**src/rtl/swd_bit_engine.sv**
```systemverilog
module swd_bit_engine #(
  parameter int DATA_W      = 32,
  parameter int HALF_CYCLES = 2,
  parameter bit USE_SEP_DIN = 1'b0,
  localparam int CNT_W = $clog2(DATA_W),
  localparam int DIV_W = (HALF_CYCLES > 1) ? $clog2(HALF_CYCLES) : 1
) (
  input  logic              clk,
  input  logic              rst_n,
  input  logic              cmd_valid,
  output logic              cmd_ready,
  input  logic              cmd_is_read,
  input  logic [CNT_W-1:0]  cmd_len_m1,
  input  logic [DATA_W-1:0] cmd_wdata,
  output logic              rsp_valid,
  input  logic              rsp_ready,
  output logic [DATA_W-1:0] rsp_data,
  output logic              swclk_o,
  output logic              swdio_o,
  output logic              swdio_oe,
  input  logic              swdio_i,
  input  logic              swdi_i
);

  typedef enum logic [2:0] {S_IDLE, S_WLO, S_WHI, S_RLO, S_RHI, S_RESP} state_t;

  localparam logic [DIV_W-1:0] DIV_LAST = DIV_W'(HALF_CYCLES - 1);

  state_t            state;
  logic [DIV_W-1:0]  div_q;
  logic [CNT_W-1:0]  bits_q;
  logic [CNT_W-1:0]  len_q;
  logic [DATA_W-1:0] shreg;

  wire din       = USE_SEP_DIN ? swdi_i : swdio_i;
  wire phase_end = (div_q == '0);
  wire [DATA_W-1:0] rd_next = {din, shreg[DATA_W-1:1]};

  assign cmd_ready = (state == S_IDLE);
  assign rsp_valid = (state == S_RESP);

  always_ff @(posedge clk or negedge rst_n) begin
    if (!rst_n) begin
      state    <= S_IDLE;
      div_q    <= '0;
      bits_q   <= '0;
      len_q    <= '0;
      shreg    <= '0;
      rsp_data <= '0;
      swclk_o  <= 1'b0;
      swdio_o  <= 1'b1;
      swdio_oe <= 1'b1;
    end else begin
      unique case (state)
        S_IDLE: if (cmd_valid) begin
          div_q  <= DIV_LAST;
          bits_q <= cmd_len_m1;
          len_q  <= cmd_len_m1;
          if (cmd_is_read) begin
            swdio_oe <= 1'b0;
            state    <= S_RLO;
          end else begin
            swdio_oe <= 1'b1;
            swdio_o  <= cmd_wdata[0];
            shreg    <= cmd_wdata >> 1;
            state    <= S_WLO;
          end
        end
        S_WLO: begin
          if (phase_end) begin
            swclk_o <= 1'b1;
            div_q   <= DIV_LAST;
            state   <= S_WHI;
          end else div_q <= div_q - 1'b1;
        end
        S_WHI: begin
          if (phase_end) begin
            swclk_o <= 1'b0;
            div_q   <= DIV_LAST;
            if (bits_q == '0) begin
              swdio_o  <= 1'b1;
              rsp_data <= '0;
              state    <= S_RESP;
            end else begin
              swdio_o <= shreg[0];
              shreg   <= shreg >> 1;
              bits_q  <= bits_q - 1'b1;
              state   <= S_WLO;
            end
          end else div_q <= div_q - 1'b1;
        end
        S_RLO: begin
          if (phase_end) begin
            swclk_o <= 1'b1;
            div_q   <= DIV_LAST;
            state   <= S_RHI;
          end else div_q <= div_q - 1'b1;
        end
        S_RHI: begin
          if (phase_end) begin
            swclk_o <= 1'b0;
            div_q   <= DIV_LAST;
            shreg   <= rd_next;
            if (bits_q == '0) begin
              rsp_data <= rd_next >> (CNT_W'(DATA_W - 1) - len_q);
              state    <= S_RESP;
            end else begin
              bits_q <= bits_q - 1'b1;
              state  <= S_RLO;
            end
          end else div_q <= div_q - 1'b1;
        end
        S_RESP: if (rsp_ready) state <= S_IDLE;
        default: state <= S_IDLE;
      endcase
    end
  end

endmodule

```
**config.mk**
```make
export PLATFORM = sky130hd
export DESIGN_NAME = swd_bit_engine
export DESIGN_NICKNAME = d
export VERILOG_FILES = /design/src/rtl/swd_bit_engine.sv
export SDC_FILE = /design/constraint.sdc
export NUM_CORES = 1
export LEC_CHECK = 0
export BUFFER_PORTS_ARGS = -buffer_cell sky130_fd_sc_hd__buf_2
export CAP_MARGIN = 20
export CORE_MARGIN = 2
export CORE_UTILIZATION = 58
export CTS_CLUSTER_SIZE = 20
export DETAILED_ROUTE_END_ITERATION = 7
export GPL_TIMING_DRIVEN = 0
export PLACE_DENSITY = 0.78
export SYNTH_ARGS = -nofsm -noshare
export SYNTH_HDL_FRONTEND = slang
export SYNTH_SLANG_ARGS = --single-unit
export TNS_END_PERCENT = 20
```
**constraint.sdc**
```tcl
create_clock -name clk -period 2.54 [get_ports clk]
set_input_delay 0.381 -clock clk [delete_from_list [all_inputs] [get_ports clk]]
set_output_delay 0.381 -clock clk [all_outputs]
set_load 0.005 [all_outputs]
```
==> results of run 1 <==
## power groups by stage
stage | sequential [mW] | clock (mW) | combinational (mW)
final | 2.32 | 0.946 | 5.07
after global routing | 2.37 | 1.02 | 5.47
after CTS | 2.30 | 0.960 | 4.99
after detailed placement | 2.32 | 0 | 4.94
after global placement | 2.29 | 0 | 4.82
after floorplan | 2.13 | 0 | 3.84
## layout make-up
cell class              count  share of cell area
multi-input cells         398               0.493
repair buffers             80              0.0695
flip-flops and latches     81               0.337
clock buffers              10              0.0229
plain buffers              43              0.0414
inverters                   6             0.00374
clock inverters             5             0.00936
well taps                 108              0.0225
## kinds of logic (layout without fill, tap and decap cells)
group	after synthesis	in the layout	share of synthesized area
AO/OA/AOI/OAI	130	130	0.159
XOR/XNOR	1	1	0.00309
adder cells (fa/ha/maj)	1	1	0.00237
buffers and inverters	49	144	0.0515
flip-flops	81	81	0.385
multiplexers	108	108	0.263
AND/OR/NAND/NOR	158	158	0.136
## synthesized netlist by cell type (all sizes together), types with 4 or more instances
cell and instances:
mux2 21, inv 6, nor2b 7, o211ai 7, buf 29, clkbuf 14
mux4 22, a22o 7, a22oi 9, nand2 52, nand3 8, nor3 4
and3 4, nor2 64, a21oi 42, o21ai 33, mux2i 65, o31ai 5
dfrtp 79
## state kept, by name (all words and copies together), names as in the netlist
| register | flops |
|---|---|
| bits_q | 5 |
| rsp_data | 32 |
| state | 3 |
| swdio_o | 1 |
| len_q | 5 |
| shreg | 32 |
| swdio_oe | 1 |
| swclk_o | 1 |
| div_q | 1 |
## layer usage
metal,part of all wire,global-route usage,up-vias
met5,0,0,-
met4,0.017,0.0896,0
met3,0.066,0.0555,28
met2,0.49,0.485,209
met1,0.43,0.395,2265
li1,-,-,2116
## stage by stage
stage                     instances  setup slack, ps
final                           731              291
after global routing            731              106
after CTS                       731              302
after detailed placement        716              321
after global placement          715              398
after floorplan                 528              721
## worst max-delay path, cell delays in order, from the launching register on
cell,delay (ps)
dfrtp_1,430
inv_1,70
ha_1,220
nor4b_2,250
buf_2,270
nand3_1,150
nor3b_1,530
a22oi_1,120
o21ai_0,110
## worst paths after layout
kind / from / end / depth (start not counted)
worst max-delay path: bits_q[0] / rsp_data[11] / 8
worst min-delay path: rst_n / bits_q[2] / 1
worst max register to register: bits_q[0] / rsp_data[11] / 8
worst min register to register: swdio_oe / swdio_oe / 2
max in group asynchronous: rst_n / swdio_oe / 2
min in group clk: cmd_is_read / swdio_oe / 2
==> flow_summary.json, run 1 <==
{
  "status": "finished with violations",
  "violations": "negative hold slack",
  "htree_levels": 3,
  "p_int_mw": 4.50,
  "yosys_warnings": 0,
  "fin_area_um2": 6020,
  "die_h_um": 99.3,
  "p_per_area_nw_per_um2": 1390,
  "antenna_cells": 0,
  "synth_fp_nets": 573,
  "drive_gt1_frac": 0.289,
  "cts_made_buffers": 9,
  "start_util": 0.601,
  "antenna_left": 0,
  "synth-edff-count": 0,
  "setup.worst_path.class": "flip-flop to flip-flop",
  "dr.first_iter.drc_count": 359,
  "holdCritPathClass": "input pin to async pin",
  "power_frac_comb": 0.609,
  "grt_overflow": 0,
  "cts_tree": "yes",
  "seqPwrFrac": 0.278,
  "viasPerCell": 6.32,
  "critPathMaxFanout": 10,
  "synthCells": 528,
  "synth_ff_type": "dfrtp_1",
  "area_growth_pct": 14.2,
  "fin_crit_sh": 0.886,
  "avgRoutedWirePerCell_um": 19.2,
  "netlist_top_cells_area": "dfrtp_1, mux2i_1, mux4_2",
  "async_flop_share": 1.00,
  "slew_headroom": 0.597,
  "fin_util": 0.687,
  "clock-sinks": 81,
  "post-cts-setup-buffer-count": 0,
  "fp.dieArea_um2": 9860,
  "p_switching_mw": 3.84,
  "end_kind": "flip-flop",
  "sw_frac_of_total": 0.460,
  "clk_pin_slew_worst_paths_ps": 90,
  "drt-total-wl_um": 14000,
  "hold_viol_final": 2,
  "grt_pass1_vias": 4515,
  "antenna_found_initial": 0,
  "hold_slack_ps": -0.924,
  "drc": 0,
  "power.leakage_nw": 2.73,
  "syn_avg_cell_area_um2": 9.98,
  "io_pins": 81,
  "dieWidth_um": 99.3,
  "finalNetCount": 664,
  "regArea_um2": 2030,
  "grt_max_degree": 42,
  "multiInputGateArea_um2": 2970,
  "drv_slew": 0,
  "root_buffer": "clkbuf_8",
  "synth_top_area_cell": "dfrtp_1",
  "vias": 4618,
  "max_freq_mhz": 445,
  "worstPathArrival_ps": 2520,
  "layout.cells.most_common": "buf_2",
  "power_mw": 8.34,
  "track_usage": 0.293,
  "port_buffers": 79,
  "setup_viol": 0,
  "final_cell_mix": "buf_2, dfrtp_1, mux2i_1",
  "core_um2": 8760,
  "hold_buffers": 0,
  "syn_area_um2": 5270,
  "finClkSkew_ps": 12.1,
  "ys_ff_latch": 81,
  "dp_hpwl_um": 10400,
  "placed_area_um2": 5820,
  "fin_crit_ps": 2250,
  "drtPass1Iterations": 5,
  "power_frac_clock": 0.113,
  "nFillCells": 685,
  "num_rows": 34,
  "cts_resized": 0,
  "tightest_slew_ps": 605,
  "fin_tns_setup_ps": 0,
  "routabilityCongestion": 1.04,
  "crit_required_ps": 2810,
  "peakVddDrop_mv": 0.698,
  "rrSetupSlack_ps": 290,
  "worstSkewPairLatency_ps": 360,
  "start_kind": "flip-flop",
  "cap_violations": 0,
  "rsz0062_at_grt": "false",
  "cts_buffer_depth": 2,
  "ys_seq_area_frac": 0.385,
  "yosysUniqueCellTypes": 59,
  "yosys.area.top_type_share": 0.375,
  "grt_pass1_wl_um": 23100
}
No activity file was read; power rests on OpenSTA's default activity.
==> run 2, diff against run 1 <==
--- a/config.mk
+++ b/config.mk
@@ -7,12 +7,13 @@
 export LEC_CHECK = 0
 export BUFFER_PORTS_ARGS = -buffer_cell sky130_fd_sc_hd__buf_2
 export CAP_MARGIN = 20
-export CORE_MARGIN = 2
-export CORE_UTILIZATION = 58
+export CORE_MARGIN = 3
+export CORE_UTILIZATION = 59
+export CTS_BUF_LIST = sky130_fd_sc_hd__clkbuf_4
 export CTS_CLUSTER_SIZE = 20
 export DETAILED_ROUTE_END_ITERATION = 7
 export GPL_TIMING_DRIVEN = 0
-export PLACE_DENSITY = 0.78
+export PLACE_DENSITY = 0.79
 export SYNTH_ARGS = -nofsm -noshare
 export SYNTH_HDL_FRONTEND = slang
 export SYNTH_SLANG_ARGS = --single-unit
==> run 2 against run 1 <==
Effect of this change: the run now ends clean; clock power shrank 5.1%; die area grew 2.4%; non-clock buffer count grew 1; maximum frequency shrank 4.0%; register-to-register slack lost 90 ps; combinational power is essentially flat; count of clock-buffer cells in the layout shrank 1; sequential cell count is the same; first-iteration DRC count shrank 19%; worst setup slack lost 93 ps.
==> flow_summary.json, run 2 (same netlist as run 1, synthesis figures left out) <==
{
  "status": "complete, no violations",
  "endpoint": "rsp_data[10]",
  "p_per_area_nw_per_um2": 1380,
  "drc": 0,
  "crit_family": "simple AND/OR/NAND/NOR gates",
  "cap_violations": 0,
  "start_kind": "flip-flop",
  "area_growth_pct": 13.7,
  "cp.depth": 8,
  "rrSetupSlack_ps": 200,
  "power.leakage_nw": 2.72,
  "cts_buffer_depth": 2,
  "antenna_found_initial": 1,
  "fin_util": 0.712,
  "port_buffers": 79,
  "drv_slew": 0,
  "core_um2": 8420,
  "holdCritPathClass": "input pin to flip-flop",
  "drt-total-wl_um": 14100,
  "fin_tns_setup_ps": 0,
  "worstPathArrival_ps": 2690,
  "root_buffer": "clkbuf_4",
  "worstSkewPairLatency_ps": 440,
  "drtPass1Iterations": 5,
  "finalNetCount": 665,
  "critPathSlowestCell": "nor3b_1",
  "avgRoutedWirePerCell_um": 19.3,
  "ff2ff_path_depth": 8,
  "antenna_left": 0,
  "start_util": 0.626,
  "post-cts-setup-buffer-count": 0,
  "peakVddDrop_mv": 0.794,
  "grt_pass1_wl_um": 23700,
  "die_h_um": 101,
  "num_rows": 33,
  "top_regs": "rsp_data: 32 flops, shreg: 32 flops",
  "nFillCells": 666,
  "dieWidth_um": 101,
  "htree_levels": 3,
  "final_cell_mix": "buf_2, dfrtp_1, mux2i_1",
  "grt_pass1_vias": 4606,
  "vias": 4636,
  "r2r-start": "bits_q[0]",
  "dp.cells": 713,
  "power_mw": 8.28,
  "grt_overflow": 0,
  "timing.rr.end": "rsp_data[10]",
  "slew_headroom": 0.590,
  "layout.cells.most_common": "buf_2",
  "hold_viol_final": 0,
  "crit_required_ps": 2890,
  "dr.first_iter.drc_count": 290,
  "path_cells": "inv_1, ha_1, nor4b_2, buf_2, nand3_1, nor3b_1, a22oi_1, o21ai_0",
  "fp.dieArea_um2": 10100,
  "drive_gt1_frac": 0.288,
  "clock-sinks": 81,
  "critPathMaxFanout": 10,
  "tightest_slew_ps": 614,
  "dp_hpwl_um": 10700,
  "end_kind": "flip-flop",
  "rsz0062_at_grt": "false",
  "crit_start": "bits_q[0]",
  "routabilityCongestion": 0.935,
  "fin_crit_sh": 0.922,
  "critPathBufInv": 2,
  "track_usage": 0.298,
  "clk_pin_slew_worst_paths_ps": 160,
  "fin_crit_ps": 2340,
  "layoutNonFillerInstCount": 731,
  "cts_tree": "yes",
  "grt_max_degree": 45,
  "finClkSkew_ps": 29.9,
  "setup_viol": 0,
  "cpPeakStageDelay_ps": 550,
  "cts_made_buffers": 9,
  "io_pins": 81,
  "setup.worst_path.class": "flip-flop to flip-flop",
  "max_freq_mhz": 427,
  "viasPerCell": 6.34
}
[run 2: cell types whose count changed in the layout (fill, tap and decap cells not counted), moves of 2 or more]
cell	change
clkinv_2	-2
clkbuf_8	-10
clkinv_1	+2
clkbuf_4	+9
[run 2: worst register-to-register path: stages, from the launching register on]
cell and delay [ps]:
dfrtp_1 450, inv_1 70, ha_1 240, nor4b_2 290, buf_2 280, nand3_1 140
nor3b_1 550, a22oi_1 120, o21ai_0 120
[run 2: what timing repair did]
action                     in CTS  in global routing
hold endpoints to repair       36                  0
setup endpoints to repair       0                  1
hold buffers                    1                  0
resized for setup               0                  2
[run 2: per-layer routing]
metal  part of all wire  vias to the layer above  wire, µm  track usage
met3              0.082                       41      1160       0.0602
met4              0.025                        0       359       0.0891
met2               0.49                      248      6930        0.497
met5                  0                        -         0            0
met1               0.40                     2222      5670        0.393
li1                   -                     2125         -            -
[run 2: worst min-delay path by stage]
stage               slack, ps  depth (start not counted)           from      endpoint
detailed placement        380                          1          rst_n       swclk_o
global route              140                          3  cmd_len_m1[3]      len_q[3]
finish                    150                          3  cmd_len_m1[3]      len_q[3]
floorplan                  90                          0          rst_n     bits_q[0]
CTS                       140                          3  cmd_len_m1[3]      len_q[3]
global placement          460                          2   rsp_data[30]  rsp_data[30]
[run 2: final cells by class]
class / count / area (µm²) / area share
antenna: 1 / 2.50 / 0.000417
buffer: 43 / 250 / 0.0417
clock buffer: 9 / 67.6 / 0.0113
clock inverter: 7 / 93.8 / 0.0157
inverter: 6 / 22.5 / 0.00376
multi-input combinational: 398 / 2970 / 0.495
sequential: 81 / 2030 / 0.339
tap: 105 / 131 / 0.0219
timing repair buffer: 81 / 428 / 0.0714
[run 2: stage by stage]
stage               hold WS [ps]  cell area (µm²)  setup slack (ps)
floorplan                   85.4             5270               721
global placement             463             5800               409
detailed placement           384             5820               316
CTS                          144             5990               230
global route                 139             5990              38.9
finish                       148             5990               198
[run 2: where the power goes]
| part | internal [mW] | switching (mW) | total, mW |
|---|---|---|---|
| Combinational | 2.27 | 2.79 | 5.06 |
| Sequential | 1.75 | 0.576 | 2.33 |
| Clock | 0.400 | 0.498 | 0.898 |
| Total | 4.42 | 3.86 | 8.28 |
==> run 3, diff against run 2 <==
--- a/config.mk
+++ b/config.mk
@@ -7,6 +7,7 @@
 export LEC_CHECK = 0
 export BUFFER_PORTS_ARGS = -buffer_cell sky130_fd_sc_hd__buf_2
 export CAP_MARGIN = 20
+export CORE_ASPECT_RATIO = 2
 export CORE_MARGIN = 3
 export CORE_UTILIZATION = 59
 export CTS_BUF_LIST = sky130_fd_sc_hd__clkbuf_4
==> run 3 against run 2 <==
Effect of this change: global-route usage rose by 1.7 points; register-to-register slack got worse by 80 ps; routed wire length rose by 8.7%; power fell by 0.44%; combinational power rose by 2%; sequential share of layout area barely moved; count of clock-buffer cells in the layout rose by 2; sequential power barely moved; critical endpoint is now rsp_data[4].
==> flow_summary.json, run 3 (same netlist as run 1, synthesis figures left out) <==
{
  "status": "complete, no violations",
  "antenna_found_initial": 1,
  "dp.cells": 708,
  "dieWidth_um": 72.8,
  "multiInputGateArea_um2": 2980,
  "end_kind": "flip-flop",
  "path_cells": "inv_1, ha_1, nor4b_4, clkbuf_4, nand3_1, nor3b_1, a21oi_1, nand3_1",
  "cts_buffer_depth": 2,
  "start_util": 0.609,
  "finalNetCount": 665,
  "layoutNonFillerInstCount": 726,
  "drv_slew": 0,
  "layout.cells.most_common": "buf_2",
  "fin_tns_setup_ps": 0,
  "worstSkewPairLatency_ps": 450,
  "avgRoutedWirePerCell_um": 21.2,
  "path_common_cell": "nand3_1",
  "setup_viol": 0,
  "dp_hpwl_um": 12100,
  "p_per_area_nw_per_um2": 1380,
  "drtPass1Iterations": 7,
  "grt_pass1_wl_um": 24500,
  "clock-sinks": 81,
  "peakVddDrop_mv": 0.776,
  "crit_required_ps": 2920,
  "slew_headroom": 0.554,
  "core_um2": 8650,
  "critPathBufInv": 2,
  "hold_slack_ps": 138,
  "finClkSkew_ps": 14.0,
  "post-cts-setup-buffer-count": 0,
  "dr.first_iter.drc_count": 359,
  "holdCritPathClass": "input pin to flip-flop",
  "cts_tree": "yes",
  "io_pins": 81,
  "rsz0062_at_grt": "false",
  "num_rows": 48,
  "grt_max_degree": 45,
  "routabilityCongestion": 0.957,
  "critPathMaxFanout": 10,
  "drc": 0,
  "track_usage": 0.315,
  "drive_gt1_frac": 0.294,
  "crit_family": "simple AND/OR/NAND/NOR gates",
  "regArea_um2": 2030,
  "cts_made_buffers": 9,
  "grt_pass1_vias": 4782,
  "start_kind": "flip-flop",
  "die_h_um": 140,
  "port_buffers": 79,
  "top_regs": "rsp_data: 32 flops, shreg: 32 flops",
  "fp.dieArea_um2": 10200,
  "root_buffer": "clkbuf_4",
  "htree_levels": 3,
  "final_cell_mix": "buf_2, dfrtp_1, mux2i_1",
  "max_freq_mhz": 414,
  "nFillCells": 725,
  "area_growth_pct": 13.6,
  "fin_crit_sh": 0.952,
  "setup.worst_path.class": "flip-flop to flip-flop",
  "power.leakage_nw": 2.71,
  "drt-total-wl_um": 15400,
  "cap_violations": 0,
  "hold_viol_final": 0,
  "worstPathArrival_ps": 2800,
  "antenna_left": 0,
  "viasPerCell": 6.37,
  "cpPeakStageDelay_ps": 600,
  "vias": 4623,
  "fin_crit_ps": 2420,
  "power_mw": 8.25,
  "tightest_slew_ps": 667,
  "critPathSlowestCell": "nor3b_1",
  "clk_pin_slew_worst_paths_ps": 130,
  "grt_overflow": 0
}
[run 3: changes by cell type in the layout (fill, tap and decap cells not counted)]
cell	previous run	this run
o22ai_1	3	2
clkbuf_1	13	12
clkinv_4	2	0
clkinv_1	2	0
nor4b_2	1	0
buf_2	94	93
o22ai_2	0	1
bufinv_16	2	1
inv_6	1	0
clkinv_2	0	1
clkinvlp_4	0	3
clkbuf_4	9	12
clkbuf_2	1	2
nor4b_4	0	1
[run 3: metrics by stage]
step / cell area, µm² / utilization / setup slack (ps)
after floorplan: 5270 / - / 721
after global placement: 5790 / 0.670 / 84.4
after detailed placement: 5810 / 0.672 / 57.0
after CTS: 5960 / 0.690 / 14.6
after global routing: 5990 / 0.692 / 45.5
final: 5990 / 0.692 / 122
[run 3: worst register-to-register path: cells and delay by family, from the launching register on]
kind	cells	cell delay, ps
and+or+nand+nor	4	1130
AOI/OAI and AO/OA	1	170
adders and majority gates	1	240
DFF	1	450
buffers and inverters	2	380
[run 3: report_power, final]
group	internal [mW]	total (mW)	switching [mW]
clock	0.320	0.770	0.450
sequential	1.75	2.32	0.570
combinational	2.28	5.16	2.88
[run 3: repair_timing]
| item | 4_1_cts | 5_1_grt |
|---|---|---|
| endpoints found under the hold margin | 36 | 0 |
| resized for setup | 0 | 7 |
| setup endpoints to repair | 0 | 31 |
| hold buffers | 1 | 0 |
[run 3: final cells by class]
type | instances | area share
sequential | 81 | 0.339
timing repair buffer | 81 | 0.0715
antenna | 1 | 0.000418
clock buffer | 11 | 0.0138
multi-input combinational | 398 | 0.499
buffer | 43 | 0.0424
inverter | 6 | 0.00376
clock inverter | 5 | 0.00962
tap | 100 | 0.0209
[run 3: routing by layer]
| metal | global-route usage | vias up | routed length [µm] |
|---|---|---|---|
| met4 | 0.232 | 0 | 993 |
| met3 | 0.0557 | 65 | 770 |
| met2 | 0.546 | 223 | 8430 |
| met5 | 0 | - | 0 |
| li1 | - | 2124 | - |
| met1 | 0.323 | 2211 | 5170 |
[run 3: path summary, 6_finish.rpt]
path | startpoint | end | slack (ps) | depth (start not counted)
max | bits_q[0] | rsp_data[4] | 120 | 8
min | cmd_len_m1[1] | len_q[1] | 140 | 3
max reg2reg | bits_q[0] | rsp_data[4] | 120 | 8
min reg2reg | rsp_data[19] | rsp_data[19] | 490 | 2
max in group asynchronous | rst_n | swdio_oe | 1470 | 3
min in group asynchronous | rst_n | rsp_data[8] | 420 | 2
